## src/rtl/dbuf_pkg.sv

```systemverilog
package dbuf_pkg;

  typedef enum logic [1:0] {
    MODE_ONESHOT = 2'd0,
    MODE_AUTO    = 2'd1,
    MODE_CIRC    = 2'd2,
    MODE_RSVD    = 2'd3
  } mode_e;

  typedef enum logic [1:0] {
    ACT_NONE = 2'd0,
    ACT_A    = 2'd1,
    ACT_B    = 2'd2
  } act_e;

  localparam int unsigned RA_SEL    = 0;
  localparam int unsigned RA_CFG    = 1;
  localparam int unsigned RA_PADDR  = 2;
  localparam int unsigned RA_TCNT   = 3;
  localparam int unsigned RA_IADR_A = 4;
  localparam int unsigned RA_IADR_B = 5;
  localparam int unsigned RA_CADR_A = 6;
  localparam int unsigned RA_CADR_B = 7;
  localparam int unsigned RA_CCNT_A = 8;
  localparam int unsigned RA_CCNT_B = 9;
  localparam int unsigned RA_STAT   = 10;

  function automatic act_e pick_sel(input logic [1:0] sel);
    if (sel[0])      return ACT_A;
    else if (sel[1]) return ACT_B;
    else             return ACT_NONE;
  endfunction

  function automatic act_e after_end(input act_e cur, input mode_e m);
    case (m)
      MODE_AUTO: return (cur == ACT_A) ? ACT_B : ACT_A;
      MODE_CIRC: return cur;
      default:   return ACT_NONE;
    endcase
  endfunction

endpackage

```

## src/rtl/dbuf_packet.sv

```systemverilog
module dbuf_packet #(
  parameter int AW         = 32,
  parameter int CW         = 16,
  parameter int WORD_BYTES = 4
) (
  input  logic                 clk,
  input  logic                 rst_n,
  input  dbuf_pkg::mode_e      mode_i,
  input  logic [AW-1:0]        init_addr_i,
  input  logic [CW-1:0]        tcount_i,
  input  logic                 load_i,
  input  logic                 ack_i,
  input  logic                 addr_we_i,
  input  logic                 cnt_we_i,
  input  logic [AW-1:0]        wdata_i,
  input  logic                 full_clr_i,
  input  logic                 lost_set_i,
  input  logic                 lost_clr_i,
  output logic [AW-1:0]        caddr_o,
  output logic [CW-1:0]        cnt_o,
  output logic                 full_o,
  output logic                 lost_o,
  output logic                 end_o
);
  import dbuf_pkg::*;

  function automatic logic [AW-1:0] step_addr(input logic [AW-1:0] a);
    return a + AW'(WORD_BYTES);
  endfunction

  function automatic logic [CW-1:0] bump_count(input logic [CW-1:0] c);
    return c + CW'(1);
  endfunction

  function automatic logic at_end(input logic [CW-1:0] c, input logic [CW-1:0] lim);
    return c == lim;
  endfunction

  logic [AW-1:0] caddr_q;
  logic [CW-1:0] cnt_q;
  logic          full_q, lost_q;
  logic [CW-1:0] cnt_inc;
  logic          wrap;

  assign cnt_inc = bump_count(cnt_q);
  assign end_o   = ack_i && at_end(cnt_inc, tcount_i);
  assign wrap    = end_o && (mode_i == MODE_CIRC);

  always_ff @(posedge clk or negedge rst_n) begin
    if (!rst_n) begin
      caddr_q <= '0;
      cnt_q   <= '0;
      full_q  <= 1'b0;
      lost_q  <= 1'b0;
    end else begin
      if (addr_we_i) caddr_q <= wdata_i;
      if (cnt_we_i)  cnt_q   <= wdata_i[CW-1:0];
      if (ack_i) begin
        if (wrap) begin
          caddr_q <= init_addr_i;
          cnt_q   <= '0;
        end else begin
          caddr_q <= step_addr(caddr_q);
          cnt_q   <= cnt_inc;
        end
      end
      if (load_i) begin
        caddr_q <= init_addr_i;
        cnt_q   <= '0;
      end
      if (end_o)           full_q <= 1'b1;
      else if (full_clr_i) full_q <= 1'b0;
      if (lost_set_i)      lost_q <= 1'b1;
      else if (lost_clr_i) lost_q <= 1'b0;
    end
  end

  assign caddr_o = caddr_q;
  assign cnt_o   = cnt_q;
  assign full_o  = full_q;
  assign lost_o  = lost_q;

  AST_LOAD_INIT: assert property (@(posedge clk) disable iff (!rst_n)
    load_i |=> (caddr_o == $past(init_addr_i)) && (cnt_o == '0));
  AST_FRAME_STEP: assert property (@(posedge clk) disable iff (!rst_n)
    ack_i && !load_i && !end_o |=> (caddr_o == $past(caddr_o) + AW'(WORD_BYTES)) && (cnt_o == $past(cnt_o) + CW'(1)));
  AST_CIRC_WRAP: assert property (@(posedge clk) disable iff (!rst_n)
    end_o && (mode_i == MODE_CIRC) && !load_i |=> (cnt_o == '0) && (caddr_o == $past(init_addr_i)));
  AST_FULL_STICKY: assert property (@(posedge clk) disable iff (!rst_n)
    full_o && !full_clr_i |=> full_o);

endmodule

```

## src/rtl/dbuf_seq.sv

```systemverilog
module dbuf_seq #(
  parameter int AW = 32
) (
  input  logic              clk,
  input  logic              rst_n,
  input  logic              sel_we_i,
  input  logic [1:0]        sel_i,
  input  logic              req_i,
  input  logic              ack_i,
  input  logic              end_a_i,
  input  logic              end_b_i,
  input  dbuf_pkg::mode_e   mode_a_i,
  input  dbuf_pkg::mode_e   mode_b_i,
  input  logic [AW-1:0]     caddr_a_i,
  input  logic [AW-1:0]     caddr_b_i,
  output dbuf_pkg::act_e    active_o,
  output logic              load_a_o,
  output logic              load_b_o,
  output logic              ack_a_o,
  output logic              ack_b_o,
  output logic              lost_a_o,
  output logic              lost_b_o,
  output logic              busy_a_o,
  output logic              busy_b_o,
  output logic              xfer_req_o,
  output logic [AW-1:0]     xfer_dst_o
);
  import dbuf_pkg::*;

  act_e          active_q, act_d, owner_q;
  logic          pend_q;
  logic [AW-1:0] dst_q;
  logic          issue, drop, fin_act;
  mode_e         cur_mode;

  assign issue    = req_i && (active_q != ACT_NONE) && !pend_q;
  assign drop     = req_i && (active_q != ACT_NONE) && pend_q;
  assign ack_a_o  = ack_i && pend_q && (owner_q == ACT_A);
  assign ack_b_o  = ack_i && pend_q && (owner_q == ACT_B);
  assign fin_act  = (owner_q == active_q) && (end_a_i || end_b_i);
  assign cur_mode = (active_q == ACT_B) ? mode_b_i : mode_a_i;

  always_comb begin
    act_d = active_q;
    if (sel_we_i)     act_d = pick_sel(sel_i);
    else if (fin_act) act_d = after_end(active_q, cur_mode);
  end

  assign load_a_o = (act_d == ACT_A) && (active_q != ACT_A);
  assign load_b_o = (act_d == ACT_B) && (active_q != ACT_B);

  always_ff @(posedge clk or negedge rst_n) begin
    if (!rst_n) begin
      active_q <= ACT_NONE;
      owner_q  <= ACT_NONE;
      pend_q   <= 1'b0;
      dst_q    <= '0;
    end else begin
      active_q <= act_d;
      if (issue) begin
        pend_q  <= 1'b1;
        owner_q <= active_q;
        dst_q   <= (active_q == ACT_B) ? caddr_b_i : caddr_a_i;
      end else if (ack_i && pend_q) begin
        pend_q <= 1'b0;
      end
    end
  end

  assign lost_a_o   = drop && (active_q == ACT_A);
  assign lost_b_o   = drop && (active_q == ACT_B);
  assign busy_a_o   = (active_q == ACT_A) || (pend_q && owner_q == ACT_A);
  assign busy_b_o   = (active_q == ACT_B) || (pend_q && owner_q == ACT_B);
  assign active_o   = active_q;
  assign xfer_req_o = pend_q;
  assign xfer_dst_o = dst_q;

  AST_REQ_HELD: assert property (@(posedge clk) disable iff (!rst_n)
    xfer_req_o && !ack_i |=> xfer_req_o && $stable(xfer_dst_o));
  AST_IDLE_IGNORED: assert property (@(posedge clk) disable iff (!rst_n)
    !xfer_req_o && (active_o == ACT_NONE) |=> !xfer_req_o);
  AST_ONESHOT_STOP: assert property (@(posedge clk) disable iff (!rst_n)
    fin_act && (cur_mode == MODE_ONESHOT) && !sel_we_i |=> active_o == ACT_NONE);
  AST_AUTO_SWITCH: assert property (@(posedge clk) disable iff (!rst_n)
    fin_act && (cur_mode == MODE_AUTO) && !sel_we_i && (active_o == ACT_A) |=> active_o == ACT_B);
  AST_BUSY_DRAIN: assert property (@(posedge clk) disable iff (!rst_n)
    xfer_req_o && !ack_i && (owner_q == ACT_A) |=> busy_a_o);

endmodule

```

## src/rtl/dbuf_xfer.sv

```systemverilog
module dbuf_xfer #(
  parameter int ADDR_W     = 32,
  parameter int CNT_W      = 16,
  parameter int REG_AW     = 4,
  parameter int WORD_BYTES = 4
) (
  input  logic              clk,
  input  logic              rst_n,
  input  logic              req_i,
  output logic              xfer_req_o,
  output logic [ADDR_W-1:0] xfer_src_o,
  output logic [ADDR_W-1:0] xfer_dst_o,
  input  logic              xfer_ack_i,
  input  logic              cpu_we_i,
  input  logic [REG_AW-1:0] cpu_addr_i,
  input  logic [ADDR_W-1:0] cpu_wdata_i,
  output logic [ADDR_W-1:0] cpu_rdata_o,
  output logic              irq_o
);
  import dbuf_pkg::*;

  localparam int CFG_W = 6;

  logic [CFG_W-1:0]  cfg_q;
  logic [ADDR_W-1:0] paddr_q, iadr_a_q, iadr_b_q;
  logic [CNT_W-1:0]  tcnt_q;

  mode_e mode_a, mode_b;
  act_e  active;
  logic  ie_a, ie_b;

  logic [ADDR_W-1:0] caddr_a, caddr_b;
  logic [CNT_W-1:0]  cnt_a, cnt_b;
  logic full_a, full_b, lost_a, lost_b, end_a, end_b;
  logic load_a, load_b, ack_a, ack_b, lset_a, lset_b, busy_a, busy_b;

  function automatic logic hit(input logic [REG_AW-1:0] a, input int unsigned ra);
    return a == REG_AW'(ra);
  endfunction

  logic wr_sel, wr_stat;
  assign wr_sel  = cpu_we_i && hit(cpu_addr_i, RA_SEL);
  assign wr_stat = cpu_we_i && hit(cpu_addr_i, RA_STAT);

  always_ff @(posedge clk or negedge rst_n) begin
    if (!rst_n) begin
      cfg_q    <= '0;
      paddr_q  <= '0;
      tcnt_q   <= '0;
      iadr_a_q <= '0;
      iadr_b_q <= '0;
    end else if (cpu_we_i) begin
      if (hit(cpu_addr_i, RA_CFG))    cfg_q    <= cpu_wdata_i[CFG_W-1:0];
      if (hit(cpu_addr_i, RA_PADDR))  paddr_q  <= cpu_wdata_i;
      if (hit(cpu_addr_i, RA_TCNT))   tcnt_q   <= cpu_wdata_i[CNT_W-1:0];
      if (hit(cpu_addr_i, RA_IADR_A)) iadr_a_q <= cpu_wdata_i;
      if (hit(cpu_addr_i, RA_IADR_B)) iadr_b_q <= cpu_wdata_i;
    end
  end

  assign mode_a = mode_e'(cfg_q[1:0]);
  assign mode_b = mode_e'(cfg_q[3:2]);
  assign ie_a   = cfg_q[4];
  assign ie_b   = cfg_q[5];

  dbuf_seq #(.AW(ADDR_W)) u_seq (
    .clk(clk), .rst_n(rst_n),
    .sel_we_i(wr_sel), .sel_i(cpu_wdata_i[1:0]),
    .req_i(req_i), .ack_i(xfer_ack_i),
    .end_a_i(end_a), .end_b_i(end_b),
    .mode_a_i(mode_a), .mode_b_i(mode_b),
    .caddr_a_i(caddr_a), .caddr_b_i(caddr_b),
    .active_o(active),
    .load_a_o(load_a), .load_b_o(load_b),
    .ack_a_o(ack_a), .ack_b_o(ack_b),
    .lost_a_o(lset_a), .lost_b_o(lset_b),
    .busy_a_o(busy_a), .busy_b_o(busy_b),
    .xfer_req_o(xfer_req_o), .xfer_dst_o(xfer_dst_o)
  );

  dbuf_packet #(.AW(ADDR_W), .CW(CNT_W), .WORD_BYTES(WORD_BYTES)) u_pkt_a (
    .clk(clk), .rst_n(rst_n),
    .mode_i(mode_a), .init_addr_i(iadr_a_q), .tcount_i(tcnt_q),
    .load_i(load_a), .ack_i(ack_a),
    .addr_we_i(cpu_we_i && hit(cpu_addr_i, RA_CADR_A)),
    .cnt_we_i(cpu_we_i && hit(cpu_addr_i, RA_CCNT_A)),
    .wdata_i(cpu_wdata_i),
    .full_clr_i(wr_stat && cpu_wdata_i[0]),
    .lost_set_i(lset_a), .lost_clr_i(wr_stat && cpu_wdata_i[2]),
    .caddr_o(caddr_a), .cnt_o(cnt_a), .full_o(full_a), .lost_o(lost_a), .end_o(end_a)
  );

  dbuf_packet #(.AW(ADDR_W), .CW(CNT_W), .WORD_BYTES(WORD_BYTES)) u_pkt_b (
    .clk(clk), .rst_n(rst_n),
    .mode_i(mode_b), .init_addr_i(iadr_b_q), .tcount_i(tcnt_q),
    .load_i(load_b), .ack_i(ack_b),
    .addr_we_i(cpu_we_i && hit(cpu_addr_i, RA_CADR_B)),
    .cnt_we_i(cpu_we_i && hit(cpu_addr_i, RA_CCNT_B)),
    .wdata_i(cpu_wdata_i),
    .full_clr_i(wr_stat && cpu_wdata_i[1]),
    .lost_set_i(lset_b), .lost_clr_i(wr_stat && cpu_wdata_i[3]),
    .caddr_o(caddr_b), .cnt_o(cnt_b), .full_o(full_b), .lost_o(lost_b), .end_o(end_b)
  );

  always_comb begin
    cpu_rdata_o = '0;
    case (cpu_addr_i)
      REG_AW'(RA_SEL):    cpu_rdata_o = ADDR_W'({active == ACT_B, active == ACT_A});
      REG_AW'(RA_CFG):    cpu_rdata_o = ADDR_W'(cfg_q);
      REG_AW'(RA_PADDR):  cpu_rdata_o = paddr_q;
      REG_AW'(RA_TCNT):   cpu_rdata_o = ADDR_W'(tcnt_q);
      REG_AW'(RA_IADR_A): cpu_rdata_o = iadr_a_q;
      REG_AW'(RA_IADR_B): cpu_rdata_o = iadr_b_q;
      REG_AW'(RA_CADR_A): cpu_rdata_o = caddr_a;
      REG_AW'(RA_CADR_B): cpu_rdata_o = caddr_b;
      REG_AW'(RA_CCNT_A): cpu_rdata_o = ADDR_W'(cnt_a);
      REG_AW'(RA_CCNT_B): cpu_rdata_o = ADDR_W'(cnt_b);
      REG_AW'(RA_STAT):   cpu_rdata_o = ADDR_W'({busy_b, busy_a, lost_b, lost_a, full_b, full_a});
      default:            cpu_rdata_o = '0;
    endcase
  end

  assign xfer_src_o = paddr_q;
  assign irq_o      = (full_a && ie_a) || (full_b && ie_b);

  logic unused_wdata;
  assign unused_wdata = ^cpu_wdata_i;

  AST_IRQ_SOURCE: assert property (@(posedge clk) disable iff (!rst_n)
    irq_o |-> (full_a || full_b));
  AST_LOST_ON_OVERLAP: assert property (@(posedge clk) disable iff (!rst_n)
    req_i && xfer_req_o && (active == ACT_A) |=> lost_a);
  AST_FULL_AT_END: assert property (@(posedge clk) disable iff (!rst_n)
    end_b |=> full_b);

endmodule

```

## config.mk

```make
export PLATFORM = sky130hd
export DESIGN_NAME = dbuf_xfer
export DESIGN_NICKNAME = d
export VERILOG_FILES = /design/src/rtl/dbuf_pkg.sv /design/src/rtl/dbuf_packet.sv /design/src/rtl/dbuf_seq.sv /design/src/rtl/dbuf_xfer.sv
export SDC_FILE = /design/constraint.sdc
export NUM_CORES = 1
export LEC_CHECK = 0
export BUFFER_PORTS_ARGS = -buffer_cell sky130_fd_sc_hd__buf_2
export CORE_ASPECT_RATIO = 0.8
export CORE_MARGIN = 2
export CORE_UTILIZATION = 45
export CTS_BUF_LIST = sky130_fd_sc_hd__clkbuf_4
export CTS_CLUSTER_SIZE = 10
export DETAILED_ROUTE_END_ITERATION = 6
export PLACE_DENSITY = 0.76
export RECOVER_POWER = 25
export SETUP_SLACK_MARGIN = 0.1
export SLEW_MARGIN = 10
export SYNTH_ARGS = -nofsm -noshare
export SYNTH_HDL_FRONTEND = slang
export SYNTH_HIERARCHICAL = 1
export SYNTH_SLANG_ARGS = --single-unit
```

## constraint.sdc

```tcl
create_clock -name clk -period 4.01 [get_ports clk]
set_input_delay 1.203 -clock clk [delete_from_list [all_inputs] [get_ports clk]]
set_output_delay 1.203 -clock clk [all_outputs]
set_load 0.1 [all_outputs]
```

==> run_results.csv <==
group,metric,value,unit
run_status,status,"finished with violations",
run_status,violations,"DRC, capacitance limit, slew limit, setup timing",
finish,drive_above_1_share,0.412,
drt,drc,18,
drt,wirelength,70900,µm
sta,final.setup_skew,0.0409,ns
power,leakagePower,0.00997,µW
cts,clock-root-buffer,"clkbuf_4",
placed_design,placed_area,19800,µm²
placed_design,place_inst,2413,
yosys,synth_flop_cell,"dfrtp_1",
yosys,yosys_warnings,6,
worst_setup_path,timing.rr.end,"u_pkt_b/caddr_o[7]",
yosys,synthesis.area,16800,µm²
drt,vias,17400,
placed_design,io_buffers,138,
worst_setup_path,cp-end-kind,"register",
yosys,synth_cells,1728,
placed_design,place_congestion,1.02,
worst_hold_path,min_from,"u_seq/xfer_dst_o[2]",
floorplan,start_util,0.455,
sta,clock.fmax,243,MHz
grt,grt_pass1_vias,16200,
sta,setup_tns,-1.10,ns
floorplan,die_area,38900,µm²
sta,max_slew.worst_pin.slew,2.45,ns
cts,cts_tree,"done",
yosys,syn-num-nets,1775,
yosys,netlist.top_cell.by_area,"dfrtp_1",
floorplan,die_x,220,µm
worst_setup_path,required,4.67,ns
drt,wl_per_cell,27.3,µm
worst_setup_path,cpMaxStageDelayCell,"or4_4",
drt,drtPass1Iterations,7,
grt,antenna_found_initial,2,
worst_setup_path,worstSetupStartpointType,"register",
sta,period_share,1.03,
worst_setup_path,reg2reg_depth,18,
finish,layout_commonest_cell,"dfrtp_1",
floorplan,core-area,37000,µm²
worst_hold_path,worstHoldPathCells,2,
worst_setup_path,critPathMaxStageDelay,0.50,ns
sta,setup_violations,30,
sta,finalHoldViolCount,0,
power,power.density,720,nW/µm²
yosys,synth-async-reset-ratio,1.00,
finish,nNetsFinal,2102,
floorplan,fp-row-count,63,
finish,mostFrequentLayoutCells,"dfrtp_1, buf_4, nand2_1, clkbuf_4",
grt,grt_pass1_wl,100000,µm
worst_hold_path,hold_class,"register to register",
finish,final_util,0.612,
sta,slew_violations,89,
worst_setup_path,path_max_fanout,6,
worst_setup_path,crit_type,"register to register",
worst_setup_path,path_cells,"ha_4 > nand3_4 > or4_4 > buf_6 > xor2_2 > o211ai_2 > nand2b_4 > nor2_4 > or2_4 > and3_4 > a211oi_4 > o221a_4 > buf_6 > clkinvlp_4 > buf_12 > o21ai_0 > mux2i_1 > a21oi_1",
yosys,synth-edff-count,0,
yosys,yosysTopAreaCellShare,0.380,
finish,fin_cells,2595,
sta,period_needed,4.12,ns
job,drv_cap,1,
yosys,synth_seq_cells,255,
sta,rsz0062_at_grt,"yes",
cts,ctsHoldBuffers,0,
finish,area_delta_synth_final,34.7,%
floorplan,io_pins,139,
cts,clock_latency,0.76,ns
drt,detail_route.vias_per_cell,6.70,
cts,htreeDepth,3,
cts,cts_buffer_depth,3,
floorplan,dieHeight,177,µm
yosys,synth_cell_types,85,
yosys,ys_seq_area_frac,0.380,
worst_setup_path,cp_data_arrival_time,4.78,ns
grt,grt_max_degree,89,
worst_setup_path,cpMostUsedCell,"buf_6",
worst_setup_path,r2r_start,"u_pkt_b/cnt_o[0]",
cts,cts_made_buffers,73,
worst_setup_path,reg2reg_slack,-0.11,ns
yosys,synth_area_leaders,"dfrtp_1, mux2_2, mux2i_1",
worst_hold_path,min_to,"u_seq/xfer_dst_o[2]",
sta,max_slew_margin,-0.634,
yosys,syn_avg_cell_area,9.73,µm²
cts,clkTransAtPathRegs,0.07,ns
placed_design,hpwl,48400,µm
sta,setup_ws,-0.112,ns
finish,final_area,22600,µm²
finish,fill_cells,2855,
drt,drtIter0Drc,2837,
grt,overflow,0,
cts,cts.sinks,255,
drt,ant_nets,0,
power,peakVddDrop,0.760,mV
grt,grtUsageTotal,0.342,
sta,holdWs,0.471,ns
==> registers in the layout (all words and copies together) (netlist names), 2 cells and up <==
register	cells
tcnt_q	16
u_pkt_b/caddr_o	32
u_seq/owner_q	2
cfg_q	6
u_seq/active_o	2
u_pkt_a/caddr_o	32
u_pkt_a/cnt_o	16
iadr_b_q	32
iadr_a_q	32
u_pkt_b/cnt_o	16
xfer_src_o	32
u_seq/xfer_dst_o	32
==> cell usage after synthesis, drive strengths merged (8+ instances only) <==
cell type,number
a21oi,82
and3,25
a31oi,39
buf,61
dfrtp,255
nor4b,8
nor4,15
a22o,8
a32oi,12
xnor2,52
o21ai,70
nor2b,47
nand2,145
nor3,24
inv,65
nand4,28
a22oi,48
xor2,38
nand2b,13
a222oi,21
nand3,45
nor3b,12
a221oi,12
o221ai,8
o22ai,74
mux2i,92
or2,8
a211oi,8
clkbuf,72
a41oi,18
nor2,58
mux2,161
and2,14
==> layout make-up <==
class | instances | area (µm²) | area share
diodes | 3 | 7.51 | 0.000332
clock buffers | 105 | 788 | 0.0348
clock inverters | 20 | 134 | 0.00591
inverters | 65 | 254 | 0.0112
multi-input cells | 1275 | 10800 | 0.476
flip-flops and latches | 255 | 6390 | 0.282
well taps | 487 | 609 | 0.0269
repair buffers | 385 | 3690 | 0.163
==> kinds of logic after synthesis <==
group	count (synthesis)	synth area share
adders and majority gates	6	0.00447
muxes	253	0.169
xor gates and xnor gates	90	0.0469
and+or+nand+nor	476	0.161
buffers and inverters	198	0.0544
DFF	255	0.380
AOI/OAI and AO/OA	450	0.184
==> stage by stage <==
stage / power, µW / setup WS (ns)
final: 16300 / -0.112
after global routing: 16800 / -0.131
after CTS: 15100 / 0.0291
after detailed placement: 12400 / -0.267
after global placement: 12200 / -0.163
after floorplan: 9800 / -0.601
==> report_power, final <==
part,switching (µW),internal [µW]
logic,5530,3180
registers,1560,3480
clock network,1220,1330
==> worst max-delay path: cells and delay by family, from the launching register on <==
family | cells | cell delay [ns]
buffers and inverters | 4 | 0.63
muxes | 1 | 0.17
DFF | 1 | 0.40
adders and majority gates | 1 | 0.19
AOI/OAI and AO/OA | 5 | 1.20
and+or+nand+nor | 6 | 1.27
xor gates and xnor gates | 1 | 0.13
==> how the worst max path moves through the flow <==
stage,depth (start not counted),from,end
after floorplan,6,cpu_addr_i[3],cpu_rdata_o[1]
after global placement,16,xfer_ack_i,u_pkt_b/caddr_o[1]
after detailed placement,17,xfer_ack_i,u_pkt_b/caddr_o[17]
after CTS,9,cpu_addr_i[1],cpu_rdata_o[26]
after global routing,18,u_pkt_b/cnt_o[0],u_pkt_b/caddr_o[11]
final,18,u_pkt_b/cnt_o[0],u_pkt_b/caddr_o[7]
==> metal layers <==
layer | vias to the layer above | GRT usage | share of wire
met4 | 0 | 0.152 | 0.054
met2 | 1456 | 0.478 | 0.41
met3 | 339 | 0.0978 | 0.14
met5 | - | 0 | 0
li1 | 7143 | - | -
met1 | 8450 | 0.488 | 0.39
==> repair_timing <==
action | CTS | global route
cloned | 2 | 9
setup endpoints to repair | 125 | 123
buffers inserted | 20 | 27
pin swaps | 33 | 93
gates resized for setup | 72 | 211
(Power assumes the default switching activity.)
